File: config.mk
export PLATFORM = sky130hd
export DESIGN_NAME = bd_rx_dma
export DESIGN_NICKNAME = d
export VERILOG_FILES = /design/src/rtl/bd_rx_dma_pkg.sv /design/src/rtl/bd_rx_dma_regs.sv /design/src/rtl/bd_rx_dma_engine.sv /design/src/rtl/bd_rx_dma.sv
export SDC_FILE = /design/constraint.sdc
export NUM_CORES = 1
export LEC_CHECK = 0
export ABC_CLOCK_PERIOD_IN_PS = 4400
export BUFFER_PORTS_ARGS = -buffer_cell sky130_fd_sc_hd__buf_2
export CAP_MARGIN = 20
export CORE_MARGIN = 2
export CORE_UTILIZATION = 45
export CTS_CLUSTER_SIZE = 30
export DETAILED_ROUTE_END_ITERATION = 8
export PLACE_DENSITY = 0.69
export SETUP_SLACK_MARGIN = 0.15
export SYNTH_ARGS = -nofsm -noshare
export SYNTH_HDL_FRONTEND = slang
export SYNTH_SLANG_ARGS = --single-unit
File: constraint.sdc
create_clock -name clk -period 4.4 [get_ports clk]
set_input_delay 0.44 -clock clk [delete_from_list [all_inputs] [get_ports clk]]
set_output_delay 0.44 -clock clk [all_outputs]
set_load 0.01 [all_outputs]
File: src/rtl/bd_rx_dma_pkg.sv
`timescale 1ns/1ps
package bd_rx_dma_pkg;
  typedef enum logic [2:0] {ST_IDLE, ST_FETCH, ST_MOVE, ST_WBLEN, ST_WBSTS} eng_state_e;

  localparam int NUM_EVT   = 5;
  localparam int EV_DESC   = 0;
  localparam int EV_FRAME  = 1;
  localparam int EV_TAIL   = 2;
  localparam int EV_ERR    = 4;

  localparam logic [7:0] BD_DONE = 8'h10;
  localparam logic [7:0] BD_SOP  = 8'h08;
  localparam logic [7:0] BD_EOP  = 8'h04;

  localparam int BD_ALIGN_BITS = 5;
  localparam int OFS_STAT      = 12;
  localparam int OFS_LENW      = 28;

  localparam logic [4:0] IX_CUR  = 5'h0B;
  localparam logic [4:0] IX_TAIL = 5'h0C;
  localparam logic [4:0] IX_CTL  = 5'h0D;
  localparam logic [4:0] IX_PEND = 5'h0E;
  localparam logic [4:0] IX_STS  = 5'h0F;
  localparam logic [4:0] IX_GCTL = 5'h10;
endpackage

File: src/rtl/bd_rx_dma_regs.sv
`timescale 1ns/1ps
module bd_rx_dma_regs
  import bd_rx_dma_pkg::*;
#(
  parameter int DW         = 32,
  parameter int RST_CYCLES = 4
) (
  input  logic               clk,
  input  logic               rst_n,
  input  logic               reg_wr,
  input  logic [4:0]         reg_idx,
  input  logic [DW-1:0]      reg_wdata,
  output logic [DW-1:0]      reg_rdata,
  output logic               irq,
  input  logic               eng_busy,
  input  logic               eng_adv,
  input  logic [DW-1:0]      eng_next,
  input  logic [NUM_EVT-1:0] eng_evt,
  output logic [DW-1:0]      cur_ptr,
  output logic [DW-1:0]      tail_ptr,
  output logic               start,
  output logic               srst
);
  localparam int RCW = $clog2(RST_CYCLES + 1);

  logic [DW-1:0]      cur_q, cur_d, tail_q, tail_d;
  logic [NUM_EVT-1:0] ctl_q, ctl_d, pend_q, pend_d;
  logic [2:0]         mode_q, mode_d;
  logic               err_q, err_d;
  logic [RCW-1:0]     rcnt_q, rcnt_d;
  logic               rst_busy, rst_req, wr_ok;

  assign rst_busy = (rcnt_q != '0);
  assign wr_ok    = reg_wr && !rst_busy;
  assign rst_req  = wr_ok && (reg_idx == IX_GCTL) && reg_wdata[0];
  assign srst     = rst_req || rst_busy;
  assign start    = wr_ok && (reg_idx == IX_TAIL) && mode_q[0] && !err_q && !eng_busy;

  always_comb begin
    cur_d  = cur_q;
    tail_d = tail_q;
    ctl_d  = ctl_q;
    pend_d = pend_q | eng_evt;
    err_d  = err_q | eng_evt[EV_ERR];
    mode_d = mode_q;
    rcnt_d = rst_busy ? rcnt_q - RCW'(1) : rcnt_q;
    if (eng_adv) cur_d = eng_next;
    if (wr_ok) begin
      case (reg_idx)
        IX_CUR:  if (!eng_busy) cur_d = reg_wdata;
        IX_TAIL: tail_d = reg_wdata;
        IX_CTL:  ctl_d = reg_wdata[NUM_EVT-1:0];
        IX_PEND: pend_d = (pend_q & ~reg_wdata[NUM_EVT-1:0]) | eng_evt;
        IX_GCTL: if (reg_wdata[0]) rcnt_d = RCW'(RST_CYCLES);
                 else mode_d = reg_wdata[4:2];
        default: ;
      endcase
    end
    if (srst) begin
      cur_d  = '0;
      tail_d = '0;
      ctl_d  = '0;
      pend_d = '0;
      err_d  = 1'b0;
      mode_d = '0;
    end
  end

  always_ff @(posedge clk or negedge rst_n) begin
    if (!rst_n) begin
      cur_q  <= '0;
      tail_q <= '0;
      ctl_q  <= '0;
      pend_q <= '0;
      err_q  <= 1'b0;
      mode_q <= '0;
      rcnt_q <= '0;
    end else begin
      cur_q  <= cur_d;
      tail_q <= tail_d;
      ctl_q  <= ctl_d;
      pend_q <= pend_d;
      err_q  <= err_d;
      mode_q <= mode_d;
      rcnt_q <= rcnt_d;
    end
  end

  always_comb begin
    case (reg_idx)
      IX_CUR:  reg_rdata = cur_q;
      IX_TAIL: reg_rdata = tail_q;
      IX_CTL:  reg_rdata = DW'(ctl_q);
      IX_PEND: reg_rdata = DW'(pend_q);
      IX_STS:  reg_rdata = DW'({err_q, 5'b0, eng_busy, 1'b0});
      IX_GCTL: reg_rdata = DW'({mode_q, 1'b0, rst_busy});
      default: reg_rdata = '0;
    endcase
  end

  assign irq      = |(pend_q & ctl_q);
  assign cur_ptr  = cur_q;
  assign tail_ptr = tail_q;
endmodule

File: src/rtl/bd_rx_dma_engine.sv
`timescale 1ns/1ps
module bd_rx_dma_engine
  import bd_rx_dma_pkg::*;
#(
  parameter int DW       = 32,
  parameter int LEN_BITS = 14
) (
  input  logic               clk,
  input  logic               rst_n,
  input  logic               srst,
  input  logic               start,
  input  logic [DW-1:0]      cur_ptr,
  input  logic [DW-1:0]      tail_ptr,
  output logic               busy,
  output logic               adv,
  output logic [DW-1:0]      next_ptr,
  output logic [NUM_EVT-1:0] evt,
  output logic               mem_req,
  output logic               mem_we,
  output logic [DW-1:0]      mem_addr,
  output logic [DW-1:0]      mem_wdata,
  input  logic               mem_ack,
  input  logic [DW-1:0]      mem_rdata,
  input  logic               s_valid,
  output logic               s_ready,
  input  logic [DW-1:0]      s_data,
  input  logic               s_last
);
  localparam int WCW = LEN_BITS - 2;

  eng_state_e     st_q, st_d;
  logic [1:0]     idx_q, idx_d;
  logic [DW-1:0]  nxt_q, nxt_d, buf_q, buf_d;
  logic [WCW-1:0] cap_q, cap_d, wcnt_q, wcnt_d, fcnt_q, fcnt_d;
  logic           sop_q, sop_d, eop_q, eop_d;
  logic [7:0]     stat;
  logic           unused_rd;

  assign unused_rd = ^{mem_rdata[DW-1:LEN_BITS], mem_rdata[1:0]};
  assign stat = BD_DONE | (sop_q ? BD_SOP : 8'h00) | (eop_q ? BD_EOP : 8'h00);
  assign busy = (st_q != ST_IDLE);
  assign next_ptr = nxt_q;

  always_comb begin
    st_d = st_q; idx_d = idx_q; nxt_d = nxt_q; buf_d = buf_q; cap_d = cap_q;
    wcnt_d = wcnt_q; fcnt_d = fcnt_q; sop_d = sop_q; eop_d = eop_q;
    mem_req = 1'b0; mem_we = 1'b0; mem_addr = cur_ptr; mem_wdata = '0;
    s_ready = 1'b0; adv = 1'b0; evt = '0;
    case (st_q)
      ST_IDLE: if (start) begin
        if (cur_ptr[BD_ALIGN_BITS-1:0] != '0) evt[EV_ERR] = 1'b1;
        else begin st_d = ST_FETCH; idx_d = 2'd0; end
      end
      ST_FETCH: begin
        mem_req  = 1'b1;
        mem_addr = cur_ptr + DW'({idx_q, 2'b00});
        if (mem_ack) begin
          case (idx_q)
            2'd0:    nxt_d = mem_rdata;
            2'd1:    buf_d = mem_rdata;
            2'd2:    cap_d = mem_rdata[LEN_BITS-1:2];
            default: ;
          endcase
          idx_d = idx_q + 2'd1;
          if (idx_q == 2'd3) begin st_d = ST_MOVE; wcnt_d = '0; eop_d = 1'b0; end
        end
      end
      ST_MOVE: begin
        mem_req   = s_valid;
        mem_we    = 1'b1;
        mem_addr  = buf_q + DW'({wcnt_q, 2'b00});
        mem_wdata = s_data;
        s_ready   = mem_ack;
        if (s_valid && mem_ack) begin
          wcnt_d = wcnt_q + WCW'(1);
          fcnt_d = fcnt_q + WCW'(1);
          if (s_last) begin eop_d = 1'b1; st_d = ST_WBLEN; end
          else if (wcnt_q + WCW'(1) == cap_q) st_d = ST_WBLEN;
        end
      end
      ST_WBLEN: begin
        mem_req   = 1'b1;
        mem_we    = 1'b1;
        mem_addr  = cur_ptr + DW'(OFS_LENW);
        mem_wdata = DW'({fcnt_q, 2'b00});
        if (mem_ack) st_d = ST_WBSTS;
      end
      ST_WBSTS: begin
        mem_req   = 1'b1;
        mem_we    = 1'b1;
        mem_addr  = cur_ptr + DW'(OFS_STAT);
        mem_wdata = {stat, {(DW-8){1'b0}}};
        if (mem_ack) begin
          evt[EV_DESC] = 1'b1;
          if (eop_q) begin evt[EV_FRAME] = 1'b1; sop_d = 1'b1; fcnt_d = '0; end
          else sop_d = 1'b0;
          if (cur_ptr == tail_ptr) begin evt[EV_TAIL] = 1'b1; st_d = ST_IDLE; end
          else begin
            adv = 1'b1;
            if (nxt_q[BD_ALIGN_BITS-1:0] != '0) begin evt[EV_ERR] = 1'b1; st_d = ST_IDLE; end
            else begin st_d = ST_FETCH; idx_d = 2'd0; end
          end
        end
      end
      default: st_d = ST_IDLE;
    endcase
    if (srst) begin st_d = ST_IDLE; sop_d = 1'b1; fcnt_d = '0; end
  end

  always_ff @(posedge clk or negedge rst_n) begin
    if (!rst_n) begin
      st_q <= ST_IDLE; idx_q <= '0; nxt_q <= '0; buf_q <= '0; cap_q <= '0;
      wcnt_q <= '0; fcnt_q <= '0; sop_q <= 1'b1; eop_q <= 1'b0;
    end else begin
      st_q <= st_d; idx_q <= idx_d; nxt_q <= nxt_d; buf_q <= buf_d; cap_q <= cap_d;
      wcnt_q <= wcnt_d; fcnt_q <= fcnt_d; sop_q <= sop_d; eop_q <= eop_d;
    end
  end
endmodule

File: src/rtl/bd_rx_dma.sv
`timescale 1ns/1ps
module bd_rx_dma
  import bd_rx_dma_pkg::*;
#(
  parameter int DW         = 32,
  parameter int LEN_BITS   = 14,
  parameter int RST_CYCLES = 4
) (
  input  logic          clk,
  input  logic          rst_n,
  input  logic          reg_wr,
  input  logic [4:0]    reg_idx,
  input  logic [DW-1:0] reg_wdata,
  output logic [DW-1:0] reg_rdata,
  output logic          irq,
  output logic          mem_req,
  output logic          mem_we,
  output logic [DW-1:0] mem_addr,
  output logic [DW-1:0] mem_wdata,
  input  logic          mem_ack,
  input  logic [DW-1:0] mem_rdata,
  input  logic          s_valid,
  output logic          s_ready,
  input  logic [DW-1:0] s_data,
  input  logic          s_last
);
  logic               busy_w, adv_w, start_w, srst_w;
  logic [DW-1:0]      next_w, cur_w, tail_w;
  logic [NUM_EVT-1:0] evt_w;

  bd_rx_dma_regs #(.DW(DW), .RST_CYCLES(RST_CYCLES)) u_regs (
    .clk(clk), .rst_n(rst_n), .reg_wr(reg_wr), .reg_idx(reg_idx),
    .reg_wdata(reg_wdata), .reg_rdata(reg_rdata), .irq(irq),
    .eng_busy(busy_w), .eng_adv(adv_w), .eng_next(next_w), .eng_evt(evt_w),
    .cur_ptr(cur_w), .tail_ptr(tail_w), .start(start_w), .srst(srst_w)
  );

  bd_rx_dma_engine #(.DW(DW), .LEN_BITS(LEN_BITS)) u_eng (
    .clk(clk), .rst_n(rst_n), .srst(srst_w), .start(start_w),
    .cur_ptr(cur_w), .tail_ptr(tail_w), .busy(busy_w), .adv(adv_w),
    .next_ptr(next_w), .evt(evt_w), .mem_req(mem_req), .mem_we(mem_we),
    .mem_addr(mem_addr), .mem_wdata(mem_wdata), .mem_ack(mem_ack),
    .mem_rdata(mem_rdata), .s_valid(s_valid), .s_ready(s_ready),
    .s_data(s_data), .s_last(s_last)
  );
endmodule

# After elaboration in Yosys (flattened, before gate mapping)
# Index checks and enable logic that the tools add are counted.
# totals
elab_cells	188
out_inout_bits	100
ff_bits	188
# classes
eq_ne	34
add_sub_neg	8
n_mux	81
bitwise	7
n_reduce_logical	42
# op_table
operator	n
$mux W32	8
$pmux W32 S6	1
$pmux W32 S4	1
$pmux W32 S3	1
$mux W12	7
$mux W3	22
$pmux W12 S2	2
$add A32 B14 Y32	1
$add A32 B4 Y32	1
$add A32 B4 Y32 const B	1
$add A32 B5 Y32 const B	1
$eq A32 B32 Y1	1
$mux W5	6
$eq A5 B4 Y1 const B	5
$add A12 B1 Y12 const B	2
$mux W1	21
$ne A3 B3 Y1 const B	5
$pmux W3 S5	1
$ne A2 B2 Y1 const B	7
$reduce_bool A2 Y1	7
$eq A12 B12 Y1	1
$mux W2	6
$reduce_and A3 Y1	4
$reduce_bool A3 Y1	4
other kinds (32)	56

# Logic depth before layout (Yosys ltp)
# depth
ltp_word	13
mapped_depth	14
depth_no_buf	13

# Cells and area by module
# Synthesis repeated with hierarchy kept, for this count alone.
# hier_totals
hier_cells	1269
hier_area_um2	12234.2
# by_module_without_submodules
mod	n_inst	area_per_inst_um2	cells_per_inst	seq_area_each_um2
bd_rx_dma_engine	1	7469.7	806	2678.8
bd_rx_dma_regs	1	4764.6	463	2026.9

# Worst setup path after synthesis
# Ideal clock, no wire load.
# synth_timing
path_kind	register to output
start	register u_eng.st_q[2]
end	output mem_addr[31]
slack_ns	0.730
n_path_buf	1
path_stages_with_launch	14
arrival_ns	3.230
path_cell_list	dfrtp_1 -> buf_4 -> clkinv_1 -> nand2_1 -> nor2_1 -> or3_1 -> ha_1 -> a21o_1 -> a21oi_1 -> or3_1 -> or4_4 -> o311a_1 -> a21oi_1 -> o211ai_1
# synth_via
elab_chain_cells	2
elab_cells_between_ends	5
cone_classes	4 x eq/ne; 1 x mux
# synth_rtl
item	line	source
start: declaration	bd_rx_dma_engine.sv:31	eng_state_e st_q, st_d;
start signal: assignment	bd_rx_dma_engine.sv:115	st_q <= st_d; idx_q <= idx_d; nxt_q <= nxt_d; buf_q <= buf_d; cap_q <= cap_d;
$eq A3 B3 Y1, or another cell as far along	bd_rx_dma_engine.sv:49	case (st_q)
$pmux W32 S4 (*)	bd_rx_dma_engine.sv:49	
end: declaration	bd_rx_dma.sv:18	output logic [DW-1:0] mem_addr,
# Mark *: on every way between the ends. The rest lies on a longest branch, timed or not.

# Worst setup path after layout
# Same ends and word-level chain as after synthesis.

==> results.py <==
metrics = {
    "global_route": {
        "top_usage_layer": "met2",
        "grt_max_degree": 118,
        "grtUsageMet2_pct": 41.5,
        "overflow": 0,
        "grt_pass1_wl_mm": 58.3,
        "antenna_found_initial": 0,
        "grtUsageMet1_pct": 36.4,
        "met3_usage_pct": 6.58,
        "grt_pass1_vias": 10500,
        "grt_use_total_pct": 26.7,
    },
    "clocking": {
        "numClockSinks": 188,
        "ctsHoldBuffers": 0,
        "htreeDepth": 4,
        "cts.reportedPaths.clkPinSlew_ns": 0.08,
        "cts_root_buffer": "clkbuf_16",
        "max-clock-path-buffers": 2,
        "clkLatencyLatePin_ns": 0.44,
        "cts_tree": "built",
        "tritoncts.num_buffers": 17,
    },
    "power": {
        "switchingPower_uw": 1040,
        "peakVddDrop_mv": 0.215,
        "pwr-share-seq_pct": 47.6,
        "p_leak_uw": 0.00667,
        "switching_share_pct": 28.1,
        "power.density_cell_area_mw_per_mm2": 267,
        "p_clk_share_pct": 42.7,
        "combPwrFrac_pct": 9.7,
        "internal_power_uw": 2650,
    },
    "place": {
        "place.gp.congestion": 0.927,
        "placed_cells": 1772,
        "preCtsSetupSlack_ns": 0.485,
        "place_area_mm2": 0.0131,
        "io_buffers": 206,
        "dp_hpwl_mm": 27.1,
    },
    "route": {
        "drt_iter0_drc": 1289,
        "drt.antenna.violating_nets": 0,
        "routedWlPerCell_um": 20.4,
        "wl_mm": 37.0,
        "drc": 0,
        "dr.pass1.iters": 7,
        "vias": 11000,
        "viasPerCell": 6.10,
    },
    "synthesis": {
        "seq_area_frac_synth_pct": 39.9,
        "netlist_area_mm2": 0.0118,
        "synth-main-ff-cell": "dfrtp_1",
        "postSynthAreaPerCell_um2": 9.10,
        "synth_warnings": 0,
        "async_reset_ff_share_pct": 100,
        "syn_inst": 1297,
        "synth_edf_count": 0,
        "syn-num-nets": 1429,
        "ys_types": 76,
        "ys_seq_elements": 188,
    },
    "setup_path": {
        "critical_path_arrival_ns": 3.71,
        "path_max_fanout": 9,
        "worst-setup-path-type": "flop to primary output",
        "critPathLaunchType": "flop",
        "worstPathRequired_ns": 3.96,
        "end_kind": "primary output",
    },
    "sta": {
        "setup_ws_ns": 0.245,
        "hold_viol": 0,
        "setup_viol": 0,
        "period_share_pct": 94.4,
        "maxSlewViolCount": 0,
        "max_freq_mhz": 241,
        "maxSlewHeadroom_pct": 31.8,
        "fin_setup_tns_ns": 0,
        "worstMarginPinSlew_ns": 1.02,
        "period_needed_ns": 4.15,
        "rsz0062_at_grt": "yes",
        "finClkSkew_ns": 0.0146,
    },
    "final_layout": {
        "ff_latch_area_mm2": 0.00471,
        "fin_nets": 1595,
        "diodes": 0,
        "final_common_cell": "buf_2",
        "layout-drive-gt1-share_pct": 25.3,
        "most-common-layout-cells": "buf_2, dfrtp_1, nand2_1, nor2_1, a21oi_1",
        "syn2layout_area_growth_pct": 17.0,
        "post-route-cell-area_mm2": 0.0138,
        "n_fill_cell": 2363,
        "stdcell_count": 1811,
        "multi_input_area_mm2": 0.00667,
    },
    "hold_path": {
        "min_path_type": "input pin to asynchronous set/reset pin",
    },
    "floorplanning": {
        "core_area_mm2": 0.0259,
        "initial_core_util_pct": 45.5,
        "die_w_um": 166,
        "num_rows": 59,
        "die_area_mm2": 0.0275,
        "io_pins": 207,
        "dieHeight_um": 166,
    },
    "job": {
        "maxCapViolations": 0,
    },
    "run_status": {
        "status": "finished clean",
    },
}
==> power by group through the flow <==
| stage | Combinational [µW] | Sequential (µW) | Clock [µW] |
|---|---|---|---|
| finish | 358 | 1760 | 1580 |
| detailed placement | 356 | 1790 | 0 |
| global placement | 352 | 1790 | 0 |
| CTS | 357 | 1760 | 1600 |
| global route | 395 | 1760 | 1690 |
| floorplan | 191 | 1790 | 0 |
==> worst paths after layout <==
check,startpoint,endpoint,slack (ns),depth (start not counted)
hold reg to reg,u_regs.rcnt_q[0],u_regs.rcnt_q[0],0.48,1
setup reg to reg,u_eng.st_q[0],u_eng.fcnt_q[10],1.24,9
setup / recovery,u_eng.st_q[2],mem_addr[31],0.25,13
hold / removal,rst_n,u_regs.ctl_q[3],0.1,1
max in group asynchronous,rst_n,u_eng.wcnt_q[0],3.36,2
min in group clk,reg_wdata[19],u_regs.tail_ptr[19],0.23,3
==> layer usage <==
layer | part of all wire, % | wire (µm) | up-vias
li1 | - | - | 5062
met1 | 41 | 15300 | 5307
met2 | 46 | 17000 | 589
met3 | 9.4 | 3490 | 91
met4 | 3.2 | 1190 | 0
met5 | 0 | 0 | -
==> registers in the layout, summed over array words and instances, names as in the netlist, 2 cells and up <==
signal and flops:
u_eng.next_ptr 32, u_eng.cap_q 12, u_regs.mode_q 3, u_regs.ctl_q 5, u_regs.pend_q 5, u_eng.buf_q 32, u_eng.st_q 3, u_eng.idx_q 2
u_regs.cur_ptr 32, u_eng.wcnt_q 12, u_regs.rcnt_q 3, u_regs.tail_ptr 32, u_eng.fcnt_q 12
==> layout make-up <==
| type | count | share of cell area (%) |
|---|---|---|
| clock buffers | 17 | 3.08 |
| clock inverters | 15 | 1.21 |
| inverters | 27 | 0.752 |
| multi-input cells | 992 | 48.3 |
| flip-flops and latches | 188 | 34.1 |
| well taps | 335 | 3.04 |
| repair buffers | 237 | 9.51 |
==> per-stage QoR <==
step / power, µW / hold slack (ns) / util [%]
after global routing: 3840 / 0.170 / 53.3
after global placement: 2140 / 0.460 / 50.6
after floorplan: 1980 / 0.144 / -
after CTS: 3720 / 0.187 / 53.1
after detailed placement: 2150 / 0.472 / 50.6
final: 3690 / 0.0975 / 53.3
==> critical path, stage by stage, from the launching register on <==
cell and delay [ns]:
dfrtp_1 0.41, inv_4 0.08, nand2_1 0.09, nor2_1 0.08, or3_1 0.40, ha_1 0.30
a21o_1 0.10, a21oi_1 0.16, or3_4 0.41, or4_4 0.51, o311a_1 0.34, a21oi_1 0.11
o211ai_1 0.12, buf_2 0.16
==> cells in the mapped netlist (all sizes together) (5+ instances only) <==
| cell type | number | area share [%] |
|---|---|---|
| o31a | 6 | 0.45 |
| nor2b | 6 | 0.32 |
| inv | 25 | 0.80 |
| xnor2 | 35 | 2.6 |
| o21ai | 83 | 3.5 |
| buf | 21 | 0.89 |
| nor3 | 20 | 1.1 |
| mux2i | 38 | 3.2 |
| o21a | 8 | 0.51 |
| ha | 23 | 2.4 |
| a21oi | 83 | 3.5 |
| clkbuf | 69 | 2.2 |
| a31oi | 13 | 0.69 |
| nor2 | 100 | 3.2 |
| a21o | 9 | 0.57 |
| mux2 | 76 | 7.3 |
| o22ai | 11 | 0.58 |
| a22oi | 9 | 0.57 |
| nand3 | 35 | 1.7 |
| nor4 | 15 | 0.98 |
| nand4 | 12 | 0.76 |
| and3 | 37 | 2.0 |
| a222oi | 5 | 0.42 |
| a22o | 42 | 3.1 |
| xor2 | 41 | 3.0 |
| or3 | 9 | 0.52 |
| a211oi | 44 | 2.8 |
| nand2 | 162 | 5.2 |
| dfrtp | 187 | 40 |
| o221ai | 5 | 0.37 |
==> what timing repair did <==
action                                  CTS  global route
gates resized for setup                   4             6
pin swaps                                 2             0
endpoints found under the setup margin   10             9
buffers inserted                          4             2
cloned                                    0             0
==> cells by family (layout without fill, tap and decap cells) <==
logic type      count (synthesis)  count (layout)  share of synthesized area [%]
buf+inv                       117             296                           3.96
flops                         188             188                           39.9
compound gates                354             354                           19.8
xor+xnor                       76              76                           5.64
fa+ha+maj                      25              25                           2.78
simple gates                  423             423                           17.5
mux                           114             114                           10.5
Note: power is estimated with default switching activity, not from simulation.
